## src/rtl/pix_scan_pkg.sv

```systemverilog
package pix_scan_pkg;
  localparam int COORD_W = 18;
  localparam int NUM_REGS = 6;

  typedef logic [COORD_W-1:0] coord_t;

  typedef struct packed {
    coord_t x;
    coord_t y;
  } cvec_t;

  typedef enum logic [2:0] {
    SEL_START_X = 3'd0,
    SEL_START_Y = 3'd1,
    SEL_COL_DX  = 3'd2,
    SEL_COL_DY  = 3'd3,
    SEL_ROW_DX  = 3'd4,
    SEL_ROW_DY  = 3'd5
  } reg_sel_e;

  // two's-complement add, wraps modulo 2^COORD_W
  function automatic cvec_t vec_add(cvec_t a, cvec_t b);
    cvec_t s;
    s.x = a.x + b.x;
    s.y = a.y + b.y;
    return s;
  endfunction
endpackage

```

## src/rtl/scan_param_bank.sv

```systemverilog
module scan_param_bank
  import pix_scan_pkg::*;
(
  input  logic       clk,
  input  logic       rst_n,
  input  logic       wr_en,
  input  logic [2:0] wr_addr,
  input  coord_t     wr_data,
  input  logic       load,
  output cvec_t      live_start,
  output cvec_t      work_col,
  output cvec_t      work_row
);
  coord_t host_q [NUM_REGS];
  coord_t shad_q [NUM_REGS];

  for (genvar i = 0; i < NUM_REGS; i++) begin : g_slot
    always_ff @(posedge clk) begin
      if (!rst_n) begin
        host_q[i] <= '0;
        shad_q[i] <= '0;
      end else begin
        if (wr_en && (wr_addr == 3'(i)))
          host_q[i] <= wr_data;
        if (load)
          shad_q[i] <= host_q[i];
      end
    end
  end

  assign live_start = '{x: host_q[SEL_START_X], y: host_q[SEL_START_Y]};
  assign work_col   = '{x: shad_q[SEL_COL_DX],  y: shad_q[SEL_COL_DY]};
  assign work_row   = '{x: shad_q[SEL_ROW_DX],  y: shad_q[SEL_ROW_DY]};

  // working vectors only move at a load
  a_r9_shadow_hold: assert property (@(posedge clk) disable iff (!rst_n)
    !load |=> $stable(work_col) && $stable(work_row));
endmodule

```

## src/rtl/scan_position.sv

```systemverilog
module scan_position #(
  parameter int COLS = 1920,
  parameter int ROWS = 1080,
  localparam int COL_W = (COLS > 1) ? $clog2(COLS) : 1,
  localparam int ROW_W = (ROWS > 1) ? $clog2(ROWS) : 1,
  localparam int PIX_W = (COLS * ROWS > 1) ? $clog2(COLS * ROWS) : 1
) (
  input  logic             clk,
  input  logic             rst_n,
  input  logic             start,
  input  logic             advance,
  output logic             busy,
  output logic             row_end,
  output logic             frame_last,
  output logic [PIX_W-1:0] pix
);
  localparam logic [COL_W-1:0] COL_LAST = COL_W'(COLS - 1);
  localparam logic [ROW_W-1:0] ROW_LAST = ROW_W'(ROWS - 1);

  logic [COL_W-1:0] col_q;
  logic [ROW_W-1:0] row_q;

  assign row_end    = (col_q == COL_LAST);
  assign frame_last = row_end && (row_q == ROW_LAST);

  always_ff @(posedge clk) begin
    if (!rst_n) begin
      busy  <= 1'b0;
      col_q <= '0;
      row_q <= '0;
      pix   <= '0;
    end else if (!busy) begin
      if (start) begin
        busy  <= 1'b1;
        col_q <= '0;
        row_q <= '0;
        pix   <= '0;
      end
    end else if (advance) begin
      if (frame_last) begin
        busy <= 1'b0;
      end else begin
        pix <= pix + 1'b1;
        if (row_end) begin
          col_q <= '0;
          row_q <= row_q + 1'b1;
        end else begin
          col_q <= col_q + 1'b1;
        end
      end
    end
  end

  // column and row stay inside the frame
  a_r6_in_frame: assert property (@(posedge clk) disable iff (!rst_n)
    busy |-> (col_q <= COL_LAST) && (row_q <= ROW_LAST));
  // a start during a scan neither restarts nor drops the scan
  a_r10_start_ignored: assert property (@(posedge clk) disable iff (!rst_n)
    busy && start && !advance |=> busy && $stable(pix));
  // pixel number climbs by one per transfer
  a_r5_pix_step: assert property (@(posedge clk) disable iff (!rst_n)
    busy && advance && !frame_last |=> pix == $past(pix) + 1'b1);
endmodule

```

## src/rtl/scan_coord_step.sv

```systemverilog
module scan_coord_step
  import pix_scan_pkg::*;
(
  input  logic  clk,
  input  logic  rst_n,
  input  logic  load,
  input  logic  advance,
  input  logic  row_end,
  input  cvec_t live_start,
  input  cvec_t col_step,
  input  cvec_t row_step,
  output cvec_t cur
);
  cvec_t row_base_q;
  cvec_t next_row;

  assign next_row = vec_add(row_base_q, row_step);

  always_ff @(posedge clk) begin
    if (!rst_n) begin
      cur        <= '0;
      row_base_q <= '0;
    end else if (load) begin
      cur        <= live_start;
      row_base_q <= live_start;
    end else if (advance) begin
      if (row_end) begin
        cur        <= next_row;
        row_base_q <= next_row;
      end else begin
        cur <= vec_add(cur, col_step);
      end
    end
  end

  // no step means no coordinate change
  a_r7_coord_hold: assert property (@(posedge clk) disable iff (!rst_n)
    !load && !advance |=> $stable(cur));
endmodule

```

## src/rtl/pix_coord_scanner.sv

```systemverilog
module pix_coord_scanner
  import pix_scan_pkg::*;
#(
  parameter int COLS   = 1920,
  parameter int ROWS   = 1080,
  parameter int FCNT_W = 16,
  localparam int PIX_W = (COLS * ROWS > 1) ? $clog2(COLS * ROWS) : 1
) (
  input  logic              clk,
  input  logic              rst_n,
  input  logic              frame_start,
  input  logic              host_wr,
  input  logic [2:0]        host_addr,
  input  logic [17:0]       host_wdata,
  output logic              out_valid,
  input  logic              out_ready,
  output logic [17:0]       out_x,
  output logic [17:0]       out_y,
  output logic [PIX_W-1:0]  out_pix,
  output logic [FCNT_W-1:0] frame_count
);
  logic  busy, row_end, frame_last, load, advance;
  cvec_t live_start, work_col, work_row, cur;

  assign load    = frame_start && !busy;
  assign advance = busy && out_ready;

  scan_param_bank u_bank (
    .clk        (clk),
    .rst_n      (rst_n),
    .wr_en      (host_wr),
    .wr_addr    (host_addr),
    .wr_data    (host_wdata),
    .load       (load),
    .live_start (live_start),
    .work_col   (work_col),
    .work_row   (work_row)
  );

  scan_position #(.COLS(COLS), .ROWS(ROWS)) u_pos (
    .clk        (clk),
    .rst_n      (rst_n),
    .start      (frame_start),
    .advance    (advance),
    .busy       (busy),
    .row_end    (row_end),
    .frame_last (frame_last),
    .pix        (out_pix)
  );

  scan_coord_step u_step (
    .clk        (clk),
    .rst_n      (rst_n),
    .load       (load),
    .advance    (advance),
    .row_end    (row_end),
    .live_start (live_start),
    .col_step   (work_col),
    .row_step   (work_row),
    .cur        (cur)
  );

  always_ff @(posedge clk) begin
    if (!rst_n)
      frame_count <= '0;
    else if (advance && frame_last)
      frame_count <= frame_count + 1'b1;
  end

  assign out_valid = busy;
  assign out_x     = cur.x;
  assign out_y     = cur.y;

  // a stalled record stays put
  a_r7_stall_stable: assert property (@(posedge clk) disable iff (!rst_n)
    out_valid && !out_ready |=> out_valid && $stable(out_x) && $stable(out_y) && $stable(out_pix));
  // end of scan and counter step coincide
  a_r8_count_on_end: assert property (@(posedge clk) disable iff (!rst_n)
    $fell(out_valid) |-> frame_count == $past(frame_count) + 1'b1);
  a_r8_count_quiet: assert property (@(posedge clk) disable iff (!rst_n)
    out_valid |=> $stable(frame_count) || !out_valid);
  // a scan opens at pixel zero
  a_r2_first_pix: assert property (@(posedge clk) disable iff (!rst_n)
    $rose(out_valid) |-> out_pix == '0);
endmodule

```

## config.mk

```make
export PLATFORM = sky130hd
export DESIGN_NAME = pix_coord_scanner
export DESIGN_NICKNAME = d
export VERILOG_FILES = /design/src/rtl/pix_scan_pkg.sv /design/src/rtl/scan_param_bank.sv /design/src/rtl/scan_position.sv /design/src/rtl/scan_coord_step.sv /design/src/rtl/pix_coord_scanner.sv
export SDC_FILE = /design/constraint.sdc
export NUM_CORES = 1
export LEC_CHECK = 0
export BUFFER_PORTS_ARGS = -buffer_cell sky130_fd_sc_hd__buf_2
export CELL_PAD_IN_SITES_DETAIL_PLACEMENT = 0
export CELL_PAD_IN_SITES_GLOBAL_PLACEMENT = 2
export CORE_ASPECT_RATIO = 0.7
export CORE_MARGIN = 2
export CORE_UTILIZATION = 30
export DETAILED_ROUTE_END_ITERATION = 7
export PLACE_DENSITY = 0.62
export SLEW_MARGIN = 20
export SYNTH_ARGS = -nofsm -noshare
export SYNTH_HDL_FRONTEND = slang
export SYNTH_SLANG_ARGS = --single-unit
```

## constraint.sdc

```tcl
create_clock -name clk -period 4.8 [get_ports clk]
set_input_delay 0.48 -clock clk [delete_from_list [all_inputs] [get_ports clk]]
set_output_delay 0.48 -clock clk [all_outputs]
set_load 0.005 [all_outputs]
```

==> results.json, run 1 <==
{
  "setup_viol": 0,
  "track_usage": 0.1726,
  "status": "completed",
  "yosysWarnings": 0,
  "antenna_found_initial": 1,
  "cts.clk_slew.worst_paths_ns": 0.06,
  "top_layer_used": "met4",
  "hold_path_class": "in -> reg",
  "cp_data_arrival_time_ns": 4.21,
  "synth_ff_type": "edfxtp_1",
  "hpwl_um": 30800,
  "min_to": "u_pos.busy$_SDFF_PN0_",
  "areaGrowthSynthToFinish_pct": 16.73,
  "async_flop_share": 0,
  "cts_resized": 0,
  "wl_met2_um": 18430,
  "finalWorstSetupSlack_ns": 1.073,
  "wirelength_um": 46040,
  "ys_types": 64,
  "wl_per_cell_um": 20.30,
  "postCtsHoldBufs": 0,
  "min_from": "frame_start",
  "place_inst": 2199,
  "hold-path-cell-count": 3,
  "synth_edf_count": 180,
  "core_um2": 50680,
  "wl_met1_um": 24950,
  "worstPathRequired_ns": 5.28,
  "worst_pin_slew_ns": 1.048,
  "worstReg2RegStart": "u_bank.shad_q[1][0]$_SDFFCE_PN0P_",
  "synth_top_family_by_area": "simple AND/OR/NAND/NOR gates",
  "yosysSeqAreaShare": 0.5235,
  "crit_type": "reg -> reg",
  "first_iter_violations": 847,
  "fmax_mhz": 268.3,
  "r2r_cells": 11,
  "fin_total_pwr_mw": 6.759,
  "gr-total-overflow": 0,
  "yosys.area.top_type": "edfxtp_1",
  "drive_gt1_frac": 0.1337,
  "cts_tree": "done",
  "synth_fa_ha_area_frac": 0.06381,
  "grt_pass1_wl_um": 69830,
  "portBuffers": 99,
  "io_pins": 100,
  "die_w_um": 274.6,
  "synth_xor_area_frac": 0.05698,
  "reg2reg_to": "u_step.cur[34]$_SDFFE_PN0P_",
  "vias": 11370,
  "cts-htree-levels": 2,
  "slew_viol_final": 0,
  "place_ws_ns": 1.198,
  "start_util": 0.3033,
  "grt_max_degree": 69,
  "ys_seq_elements": 312,
  "synth_compound_area_frac": 0.1351,
  "drc": 0,
  "grt_pass1_vias": 10771,
  "fill_cells": 5085,
  "postSynthCellCount": 1475,
  "leakagePower_nw": 7.146,
  "hold_viol": 0,
  "drt_pass1_iterations": 7,
  "critPathMostFrequentCell": "a31oi_1",
  "cts_max_path_buffers": 3,
  "avgViaCountPerCell": 5.013,
  "yosysTopAreaCellShare": 0.3516,
  "clk_latency_ns": 0.55,
  "path_cells": "ha_1, fa_1, a211o_1, a21oi_1, o21ai_0, a2111oi_0, o31ai_1, a31oi_1, xnor2_1, nand2_1, a31oi_1",
  "die_h_um": 193.4,
  "place_congestion": 0.7889,
  "cts_setup_buffers": 0,
  "min_period_ns": 3.727,
  "reg2reg_slack_ns": 1.07,
  "cts_inserted_buffers": 37,
  "worst-path-max-fanout": 3,
  "p_per_area_nw_per_um2": 376.7,
  "fin_worst_skew_ns": 0.02249,
  "cts_sinks": 312,
  "antenna_left": 0,
  "cpPeakStageDelay_ns": 0.82,
  "cp-end-kind": "flop",
  "nets": 1667,
  "layout.cells.non_filler": 2268,
  "die_area_um2": 53100,
  "critical-path-slowest-cell": "a2111oi_0",
  "syn_nets": 1577,
  "cts_root_buf": "clkbuf_16",
  "wl_met3_um": 2024,
  "drv_cap": 0,
  "synth.area.mux_share": 0.01213,
  "fin_crit_sh": 0.7764,
  "cp-start-kind": "flop",
  "syn_avg_cell_area_um2": 10.42,
  "num_rows": 69,
  "yosys.area_share.simple": 0.1862,
  "synth_area_leaders": "edfxtp_1 (35%), dfxtp_1 (17%), ha_1 (5.9%)",
  "setup-tns-final_ns": 0,
  "rsz0062_at_grt": "no",
  "max_slew_margin": 0.2997,
  "irDropWorstVdd_mv": 0.2086,
  "syn_area_um2": 15370
}
==> report_power, final <==
part / switching [mW] / leakage [nW] / internal [mW]
logic: 0.504 / 3.66 / 0.303
clock network: 1.20 / 0.589 / 1.67
registers: 0.0896 / 2.90 / 2.99
==> cells by family after synthesis <==
group | Yosys count
adder cells (fa/ha/maj) | 76
XOR/XNOR | 100
buffers and inverters | 89
AO/OA/AOI/OAI | 327
AND/OR/NAND/NOR | 553
flip-flops | 312
multiplexers | 18
==> per-layer routing <==
layer  GRT usage  up-vias
li1            -     5578
met1      0.2806     5544
met4     0.03281        0
met2      0.2346      198
met3     0.02880       50
met5           0        -
==> sequential cells by signal, indices dropped and copies added, names as in the netlist <==
| register | cells |
|---|---|
| u_pos.pix | 21 |
| u_bank.host_q | 108 |
| u_pos.busy | 1 |
| frame_count | 16 |
| u_step.row_base_q | 36 |
| u_pos.col_q | 11 |
| u_step.cur | 36 |
| u_bank.shad_q | 72 |
| u_pos.row_q | 11 |
==> synthesized netlist by cell type, types with 4 or more instances <==
library cell	number
o22ai_1	10
o211ai_1	21
nand2_1	110
and2_1	115
xnor2_1	42
o21ai_0	68
a22oi_1	9
o21a_1	18
or3_1	13
buf_1	7
o31ai_1	7
clkbuf_1	60
o221ai_1	7
nor2b_1	9
nor3_1	16
inv_1	17
or2_2	4
nor2_1	125
mux2i_1	13
nand2b_1	15
edfxtp_1	180
a21oi_1	102
a211oi_1	12
mux2_2	5
dfxtp_1	132
xor2_1	58
a221oi_1	9
fa_1	4
nand3_1	25
and4_1	5
a31oi_1	13
and3_1	83
a311oi_1	6
a21o_1	14
ha_1	72
nand4_1	26
a2111oi_0	4
==> cell type report <==
cell class,count,area (um^2),area share
Sequential cell,312,8048,0.4485
Inverter,18,67.56,0.003765
Timing Repair Buffer,122,674.4,0.03758
Clock buffer,47,1013,0.05648
Multi-Input combinational cell,1074,7089,0.3951
Clock inverter,20,206.4,0.01150
Antenna cell,1,2.502,0.0001395
Tap cell,674,843.3,0.04699
==> stage by stage <==
| stage | cell area, um^2 | hold WS [ns] | util |
|---|---|---|---|
| floorplan | 15370 | 0.4319 | - |
| global placement | 16680 | 0.4407 | 0.3292 |
| detailed placement | 16700 | 0.4535 | 0.3295 |
| CTS | 17920 | 0.2489 | 0.3536 |
| global route | 17940 | 0.2871 | 0.3540 |
| finish | 17940 | 0.2753 | 0.3541 |
==> critical path, delay by kind of cell (launching register included) <==
kind / cells / cell delay (ns)
adders and majority gates: 2 / 0.66
and+or+nand+nor: 1 / 0.07
DFF: 1 / 0.36
xor gates and xnor gates: 1 / 0.14
AOI/OAI and AO/OA: 7 / 2.44
==> worst max path at each step <==
| stage | startpoint | endpoint | slack, ns | cells after the start |
|---|---|---|---|---|
| final | u_bank.shad_q[1][0]$_SDFFCE_PN0P_ | u_step.cur[34]$_SDFFE_PN0P_ | 1.07 | 11 |
| after global routing | u_step.cur[18]$_SDFFE_PN0P_ | u_step.cur[34]$_SDFFE_PN0P_ | 0.83 | 11 |
| after CTS | u_bank.shad_q[1][0]$_SDFFCE_PN0P_ | u_step.cur[34]$_SDFFE_PN0P_ | 1.17 | 11 |
| after detailed placement | u_bank.shad_q[1][0]$_SDFFCE_PN0P_ | u_step.cur[34]$_SDFFE_PN0P_ | 1.20 | 11 |
| after global placement | u_bank.shad_q[1][0]$_SDFFCE_PN0P_ | u_step.cur[34]$_SDFFE_PN0P_ | 1.13 | 11 |
| after floorplan | rst_n | u_bank.shad_q[1][0]$_SDFFCE_PN0P_ | 1.19 | 4 |
==> placed cells by master, fill, tap and decap left out, types with 5 or more instances in the layout <==
master     instances
edfxtp_1         180
dfxtp_1          132
nor2_1           121
and2_1           115
nand2_1          109
a21oi_1          102
buf_2             98
and3_1            83
ha_1              72
o21ai_0           64
xor2_1            58
xnor2_1           42
clkbuf_16         37
nand4_1           26
nand3_1           25
buf_4             23
o211ai_1          21
o21a_1            18
inv_1             17
nand2b_1          14
nor3_1            14
a21o_1            14
or3_1             13
mux2i_1           13
a31oi_1           13
a211oi_1          12
o22ai_1           10
a221oi_1           9
a22oi_1            9
nor2b_1            8
o221ai_1           7
a311oi_1           6
clkinv_2           6
and4_1             5
mux2_2             5
o31ai_1            5
clkbuf_1           5
clkbuf_8           5
Power figures use the tool's default switching activity.
==> run 2, diff against run 1 <==
clock period = 3.7 ns   (was 4.8 ns; I/O delays follow)
==> run 2 against run 1 <==
Effect of this change: non-clock buffer count up 13; setup slack worse by 0.83 ns; final area barely moved; cell count up 0.40%; clock-buffer cell count grew 4; clock skew shrank 0.0047 ns; clock power grew 24%; first-iteration DRC count decreased by 0.47%; sequential power is 30% higher; routed wire length is 2.5% higher; critical endpoint unchanged; largest cell class unchanged; largest power group unchanged.
==> results.json, run 2 (synthesized netlist as in run 1, its figures left out) <==
{
  "worst-path-max-fanout": 3,
  "seqCellArea_um2": 8048,
  "fill_cells": 5082,
  "track_usage": 0.1774,
  "io_pins": 100,
  "nets": 1679,
  "grt_pass1_vias": 11206,
  "min_to": "u_pos.busy$_SDFF_PN0_",
  "avgViaCountPerCell": 5.087,
  "path_cells": "ha_1, fa_1, a211o_1, a21oi_1, o21ai_0, a2111oi_0, buf_4, o31ai_1, a31oi_1, xnor2_1, nand2_1, a31oi_1",
  "place_congestion": 0.7915,
  "worst_pin_slew_ns": 1.071,
  "antenna_found_initial": 1,
  "p_per_area_nw_per_um2": 480.7,
  "cp-start-kind": "flop",
  "wirelength_um": 47180,
  "first_iter_violations": 843,
  "hold_path_class": "in -> reg",
  "rsz0062_at_grt": "no",
  "areaGrowthSynthToFinish_pct": 16.77,
  "grt_pass1_wl_um": 72390,
  "drv_cap": 0,
  "num_rows": 69,
  "worstPathRequired_ns": 4.15,
  "drc": 0,
  "max_slew_margin": 0.2857,
  "cts_resized": 0,
  "gr-total-overflow": 0,
  "cts_inserted_buffers": 36,
  "cts.clk_slew.worst_paths_ns": 0.06,
  "cp-end-kind": "flop",
  "hold_viol": 0,
  "whs_ns": 0.1711,
  "slew_viol_final": 0,
  "core_um2": 50680,
  "portBuffers": 99,
  "cts_tree": "done",
  "postCtsHoldBufs": 0,
  "wl_per_cell_um": 20.72,
  "fmax_mhz": 289.2,
  "final_core_util": 0.3542,
  "reg2reg_to": "u_step.cur[34]$_SDFFE_PN0P_",
  "fin_total_pwr_mw": 8.628,
  "irDropWorstVdd_mv": 0.2300,
  "hold-path-cell-count": 3,
  "setup-tns-final_ns": 0,
  "die_w_um": 274.6,
  "cts_sinks": 312,
  "clk_latency_ns": 0.53,
  "top_register": "u_bank.host_q",
  "diodes": 0,
  "cts_setup_buffers": 0,
  "die_area_um2": 53100,
  "leakagePower_nw": 7.174,
  "crit_type": "reg -> reg",
  "setup_viol": 0,
  "die_h_um": 193.4,
  "critPathMostFrequentCell": "a31oi_1",
  "layout_commonest_cell": "edfxtp_1",
  "fin_crit_sh": 0.9345,
  "min_from": "frame_start",
  "drive_gt1_frac": 0.1335,
  "largest_register_ffs": 108,
  "start_util": 0.3033,
  "cpPeakStageDelay_ns": 0.57,
  "top_regs": "u_bank.host_q: 108 flops, u_bank.shad_q: 72 flops",
  "status": "completed",
  "min_period_ns": 3.458,
  "r2r_cells": 12,
  "drt_pass1_iterations": 8,
  "worstReg2RegStart": "u_bank.shad_q[1][0]$_SDFFCE_PN0P_",
  "fin_worst_skew_ns": 0.01779,
  "final_cell_mix": "edfxtp_1 (180), dfxtp_1 (132), nor2_1 (123)",
  "antenna_left": 0,
  "critical-path-slowest-cell": "a2111oi_0",
  "cts-htree-levels": 2,
  "vias": 11582,
  "cp_data_arrival_time_ns": 3.91,
  "cts_max_path_buffers": 3,
  "multiInputGateArea_um2": 7073,
  "reg2reg_slack_ns": 0.24,
  "grt_max_degree": 93,
  "hpwl_um": 31420,
  "cts_root_buf": "clkbuf_16"
}
run 2: worst max-delay path by stage:
stage | end | slack [ns] | from | cells after the start
floorplan | u_bank.shad_q[1][0]$_SDFFCE_PN0P_ | 0.11 | u_pos.busy$_SDFF_PN0_ | 5
global placement | u_step.cur[17]$_SDFFE_PN0P_ | 0.31 | u_bank.shad_q[1][19]$_SDFFCE_PN0P_ | 11
detailed placement | u_step.cur[34]$_SDFFE_PN0P_ | 0.31 | u_bank.shad_q[1][0]$_SDFFCE_PN0P_ | 12
CTS | u_step.cur[34]$_SDFFE_PN0P_ | 0.26 | u_bank.shad_q[1][0]$_SDFFCE_PN0P_ | 12
global route | u_step.cur[17]$_SDFFE_PN0P_ | 0.007 | u_bank.shad_q[1][19]$_SDFFCE_PN0P_ | 11
finish | u_step.cur[34]$_SDFFE_PN0P_ | 0.24 | u_bank.shad_q[1][0]$_SDFFCE_PN0P_ | 12
run 2: per-stage QoR:
step	cell area [um^2]	instances	setup slack [ns]
after floorplan	15370	1475	0.1052
after global placement	16800	2213	0.3126
after global routing	17950	2277	0.006695
after detailed placement	16800	2213	0.3137
after CTS	17940	2277	0.2634
final	17950	2277	0.2424
run 2: per-layer routing:
metal | routed length, um | track usage | vias up
met5 | 0 | 0 | -
met4 | 684 | 0.03241 | 0
met3 | 2018 | 0.02495 | 45
met2 | 19270 | 0.2501 | 229
met1 | 25200 | 0.2843 | 5707
li1 | - | - | 5601
run 2: final cells by class:
class                   count  share of cell area
inverters                  18            0.003764
flip-flops and latches    312              0.4483
repair buffers            135             0.04350
clock inverters            13            0.007737
well taps                 674             0.04698
multi-input cells        1074              0.3940
clock buffers              51             0.05563
run 2: critical path, delay by kind of cell, from the launching register on:
kind / cells / cell delay, ns
simple gates: 1 / 0.07
xor+xnor: 1 / 0.14
buf+inv: 1 / 0.21
compound gates: 7 / 1.90
flops: 1 / 0.39
fa+ha+maj: 2 / 0.67
run 2: power by group:
group	internal, mW	total [mW]	switching (mW)
sequential	3.89	4.00	0.118
combinational	0.400	1.06	0.664
clock	2.09	3.56	1.47
total	6.37	8.63	2.25
